$ cat src/rtl/sar_pkg.sv
package sar_pkg;

    localparam int unsigned SAR_DEF_WIDTH = 8;

    // Action chosen by the sequencer for the coming clock edge
    typedef enum logic [1:0] {
        ACT_IDLE  = 2'd0,   // hold result, serial line quiet
        ACT_START = 2'd1,   // load MSB trial
        ACT_STEP  = 2'd2,   // decide trial bit, move to next
        ACT_CUT   = 2'd3    // early stop from short_stop
    } sar_act_e;

    function automatic logic act_emits_serial(input sar_act_e a);
        return (a == ACT_STEP) || (a == ACT_CUT);
    endfunction

endpackage

$ cat src/rtl/sar_seq.sv
module sar_seq
    import sar_pkg::*;
#(
    parameter int unsigned WIDTH = SAR_DEF_WIDTH
) (
    input  logic             clk,
    input  logic             rst,
    input  logic             conv_start,
    input  logic             short_stop,
    output sar_act_e         act,
    output logic [WIDTH-1:0] probe,
    output logic             done
);
    localparam logic [WIDTH-1:0] TOP_PROBE = {1'b1, {(WIDTH-1){1'b0}}};

    logic start_prev;

    always_comb begin
        if (conv_start && (done || !start_prev)) begin
            act = ACT_START;
        end else if (done) begin
            act = ACT_IDLE;
        end else if (short_stop) begin
            act = ACT_CUT;
        end else begin
            act = ACT_STEP;
        end
    end

    always_ff @(posedge clk) begin
        if (rst) begin
            start_prev <= 1'b0;
            probe      <= '0;
            done       <= 1'b1;
        end else begin
            start_prev <= conv_start;
            unique case (act)
                ACT_START: begin
                    probe <= TOP_PROBE;
                    done  <= 1'b0;
                end
                ACT_CUT: begin
                    probe <= '0;
                    done  <= 1'b1;
                end
                ACT_STEP: begin
                    probe <= probe >> 1;
                    if (probe[0]) begin
                        done <= 1'b1;
                    end
                end
                default: begin
                    probe <= probe;
                end
            endcase
        end
    end

endmodule

$ cat src/rtl/sar_bits.sv
module sar_bits
    import sar_pkg::*;
#(
    parameter int unsigned WIDTH = SAR_DEF_WIDTH
) (
    input  logic             clk,
    input  logic             rst,
    input  sar_act_e         act,
    input  logic [WIDTH-1:0] probe,
    input  logic             cmp_bit,
    output logic [WIDTH-1:0] q
);
    localparam logic [WIDTH-1:0] TOP_PROBE = {1'b1, {(WIDTH-1){1'b0}}};

    logic [WIDTH-1:0] decided;

    // Keep or clear the trial bit, arm the next lower one
    always_comb begin
        decided = (q & ~probe) | (cmp_bit ? probe : '0) | (probe >> 1);
    end

    always_ff @(posedge clk) begin
        if (rst) begin
            q <= '0;
        end else begin
            unique case (act)
                ACT_START: q <= TOP_PROBE;
                ACT_STEP:  q <= decided;
                default:   q <= q;
            endcase
        end
    end

endmodule

$ cat src/rtl/sar_serial.sv
module sar_serial
    import sar_pkg::*;
(
    input  logic     clk,
    input  logic     rst,
    input  sar_act_e act,
    input  logic     cmp_bit,
    output logic     ser_bit
);
    always_ff @(posedge clk) begin
        if (rst) begin
            ser_bit <= 1'b0;
        end else begin
            ser_bit <= act_emits_serial(act) ? cmp_bit : 1'b0;
        end
    end

endmodule

$ cat src/rtl/sar_shortening.sv
module sar_shortening
    import sar_pkg::*;
#(
    parameter int unsigned WIDTH = SAR_DEF_WIDTH
) (
    input  logic             clk,
    input  logic             rst,
    input  logic             conv_start,
    input  logic             short_stop,
    input  logic             cmp_bit,
    output logic [WIDTH-1:0] sar_q,
    output logic             conv_done,
    output logic             ser_bit
);
    sar_act_e         act;
    logic [WIDTH-1:0] probe;

    sar_seq #(.WIDTH(WIDTH)) u_seq (
        .clk        (clk),
        .rst        (rst),
        .conv_start (conv_start),
        .short_stop (short_stop),
        .act        (act),
        .probe      (probe),
        .done       (conv_done)
    );

    sar_bits #(.WIDTH(WIDTH)) u_bits (
        .clk     (clk),
        .rst     (rst),
        .act     (act),
        .probe   (probe),
        .cmp_bit (cmp_bit),
        .q       (sar_q)
    );

    sar_serial u_ser (
        .clk     (clk),
        .rst     (rst),
        .act     (act),
        .cmp_bit (cmp_bit),
        .ser_bit (ser_bit)
    );

endmodule

$ cat config.mk
export PLATFORM = sky130hd
export DESIGN_NAME = sar_shortening
export DESIGN_NICKNAME = d
export VERILOG_FILES = /design/src/rtl/sar_pkg.sv /design/src/rtl/sar_seq.sv /design/src/rtl/sar_bits.sv /design/src/rtl/sar_serial.sv /design/src/rtl/sar_shortening.sv
export SDC_FILE = /design/constraint.sdc
export NUM_CORES = 1
export LEC_CHECK = 0
export BUFFER_PORTS_ARGS = -buffer_cell sky130_fd_sc_hd__buf_2
export CAP_MARGIN = 0
export CORE_ASPECT_RATIO = 1.2
export CORE_UTILIZATION = 52
export CTS_CLUSTER_SIZE = 12
export DETAILED_ROUTE_END_ITERATION = 16
export PLACE_DENSITY = 0.75
export SYNTH_ARGS = -nofsm -noshare
export SYNTH_HDL_FRONTEND = slang
export SYNTH_HIERARCHICAL = 1
export SYNTH_SLANG_ARGS = --single-unit
$ cat constraint.sdc
create_clock -name clk -period 2.4 [get_ports clk]
set_clock_uncertainty 0.05 [all_clocks]
set_input_delay 0.12 -clock clk [delete_from_list [all_inputs] [get_ports clk]]
set_output_delay 0.12 -clock clk [all_outputs]
set_load 0.03 [all_outputs]
==> flow_metrics.tcl <==
set metrics [dict create \
    vias_per_cell 5.475 \
    crit_path_end "u_bits/q[7]$_SDFFE_PP0P_" \
    p_int_mw 0.4147 \
    post-route-util_pct 63.63 \
    cts_max_level 1 \
    hp-class "input port to flop" \
    p_comb_share_pct 12.7 \
    drt_iter0_drc 11 \
    p_leak_nw 0.3945 \
    via_count 668 \
    synthArstFlopShare_pct 0 \
    antenna_found_initial 0 \
    power_switching_mw 0.1466 \
    slew_headroom_pct 64.29 \
    clock_power_share_pct 28.8 \
    crit_path_start "u_seq/done$_SDFFE_PP1P_" \
    post_cts_resized 0 \
    post-route-min-period_ns 2.069 \
    first_pass_iters 4 \
    drv_cap 0 \
    num_rows 15 \
    nets 113 \
    tightest_slew_ns 0.5336 \
    synth_top_flop_cell "dfxtp_1" \
    crit_required_ns 2.56 \
    finalInstanceArea_um2 943.4 \
    synthMostInstantiatedCell "dfxtp_1" \
    die_area_um2 1785 \
    critPathArrivalTime_ns 2.22 \
    final-setup-viol-count 0 \
    routed_wl_um 1524 \
    cts_made_buffers 3 \
    synth_edf_count 0 \
    r2r_cells 7 \
    regToRegSetupSlack_ns 0.33 \
    synthTopCellsByArea "dfxtp_1 (45%), a311oi_1 (6.2%), inv_1 (5.8%), nand2b_1 (5.2%), o32ai_2 (3.9%)" \
    avgSynthCellArea_um2 9.461 \
    synth.top_cell.area_share_pct 45.17 \
    worstReg2RegStart "u_seq/done$_SDFFE_PP1P_" \
    gp_congestion 0.7187 \
    drive_above_1_share_pct 23.81 \
    grt_setup_unrepaired "no" \
    clkTransAtPathRegs_ns 0.11 \
    clock.fmax_ghz 0.4834 \
    peakVddDrop_uv 377.8 \
    ys_seq_area_share_pct 45.17 \
    hold_slack_ns 0.03043 \
    grt_pass1_wl_um 2318 \
    synth.top_cells.by_count "dfxtp_1 (19), inv_1 (13), nor2_1 (8)" \
    ys_ff_latch 19 \
    grt_max_degree 16 \
    finalSetupTns_ns 0 \
    clk_latency_ns 0.29 \
    yosysWarnings 6 \
    cp_max_fo 11 \
    synthCells 89 \
    sw_frac_of_total_pct 26.11 \
    start_util_pct 56.79 \
    io_pins 15 \
    cts_tree "done" \
    die_h_um 46.08 \
    drc 0 \
    die_width_um 38.74 \
    period_share_pct 86.20 \
    worstReg2RegEnd "u_bits/q[7]$_SDFFE_PP0P_" \
    synth.distinct_cells 25 \
    syn_to_final_growth_pct 12.04 \
    cts_hold_repair.buffers 0 \
    finalHoldViolations 0 \
    yosys.area.top_type "dfxtp_1" \
    placed_cell_area_um2 917.1 \
    portBuffers 14 \
    hpwl_um 1116 \
    postRouteAntennaNets 0 \
    cts_setup_buffers 0 \
    seqPwrFrac_pct 58.5 \
    grt_usage_pct 18.79 \
    clk_path_buf_depth 2 \
    end_kind "flop" \
    cts-root-buf "clkbuf_4" \
    grt_pass1_vias 548 \
    critPathKind "flop to flop" \
    start_kind "flop" \
    cts.sinks 19 \
    netlist_area_um2 842.1 \
    wl_per_cell_um 12.49 \
    core_um2 1483 \
    syn_nets 96 \
    power_density_nw_per_um2 595.0 \
    outcome "finished, final reports clean" \
    finalMaxSlewViolations 0 \
    grt_overflow_total 0 \
    diodes 0 \
]
## state kept, by name, indices dropped and copies added, names as in the netlist
name and flops:
u_seq/start_prev 1, u_seq/done 1, u_ser/ser_bit 1, u_bits/q 8, u_seq/probe 8
## metrics by stage
step                power, mW  setup WS [ns]  cells
finish                 0.5613         0.3312    122
global route           0.5790        0.06568    122
CTS                    0.5648         0.3191    122
detailed placement     0.4069         0.3097    118
global placement       0.4054         0.4312    118
floorplan              0.3928         0.4431     89
## placed cells by master (no fill, tap or decap), types with 2 or more instances in the layout
cell      Yosys  layout
a21oi_1       4       4
a311oi_1      6       6
buf_2         1      14
clkbuf_4      0       3
dfxtp_1      19      19
ha_1          2       2
inv_1        13      13
nand2b_1      7       7
nor2_1        8       8
o21ai_0       3       3
o21ba_1       3       3
o21ba_2       3       3
o21bai_1      2       2
o22ai_1       5       5
o32ai_2       2       2
## how the worst min path moves through the flow
| stage | from | end | slack (ns) | cells after the start |
|---|---|---|---|---|
| finish | cmp_bit | u_ser/ser_bit$_SDFF_PP0_ | 0.03 | 2 |
| global route | cmp_bit | u_ser/ser_bit$_SDFF_PP0_ | 0.04 | 2 |
| CTS | cmp_bit | u_ser/ser_bit$_SDFF_PP0_ | 0.03 | 2 |
| detailed placement | cmp_bit | u_ser/ser_bit$_SDFF_PP0_ | 0.33 | 2 |
| global placement | cmp_bit | u_ser/ser_bit$_SDFF_PP0_ | 0.33 | 2 |
| floorplan | conv_start | u_seq/start_prev$_SDFF_PP0_ | 0.20 | 1 |
## logic make-up after synthesis
group,share of synthesized area (%)
buf+inv,7.726
fa+ha+maj,2.971
flops,45.17
compound gates,30.61
simple gates,13.52
## power by group through the flow
stage,Combinational (mW),Sequential [mW],Clock (mW)
6_report,0.0713,0.328,0.162
5_1_grt,0.0782,0.330,0.171
4_1_cts,0.0712,0.329,0.165
3_5_place_dp,0.0711,0.336,0
3_3_place_gp,0.0698,0.336,0
2_1_floorplan,0.0484,0.344,0
## per-layer routing
metal  up-vias  global-route usage (%)  part of all wire [%]  wire length, µm
met5         -                       0                     0                0
met4         0                   8.276                  0.98               15
met3         2                   2.899                   2.7               41
met2        12                   31.00                    46              703
met1       310                   23.87                    50              763
li1        344                       -                     -                -
## layout make-up
type                       count  area, µm²
clock buffer                   4      26.28
fill                         138      539.3
inverter                      13      48.80
multi-input combinational     55      396.6
sequential                    19      380.4
tap                           17      21.27
timing repair buffer          14      70.07
## worst max-delay path, stage by stage, from the launching register on
cell and delay, ns:
dfxtp_1 0.45, o21ai_0 0.15, o21ai_0 0.09, inv_1 0.08, ha_1 0.41, nor2_1 0.47
a31oi_1 0.16, o21a_1 0.12
Power figures use the tool's default switching activity.
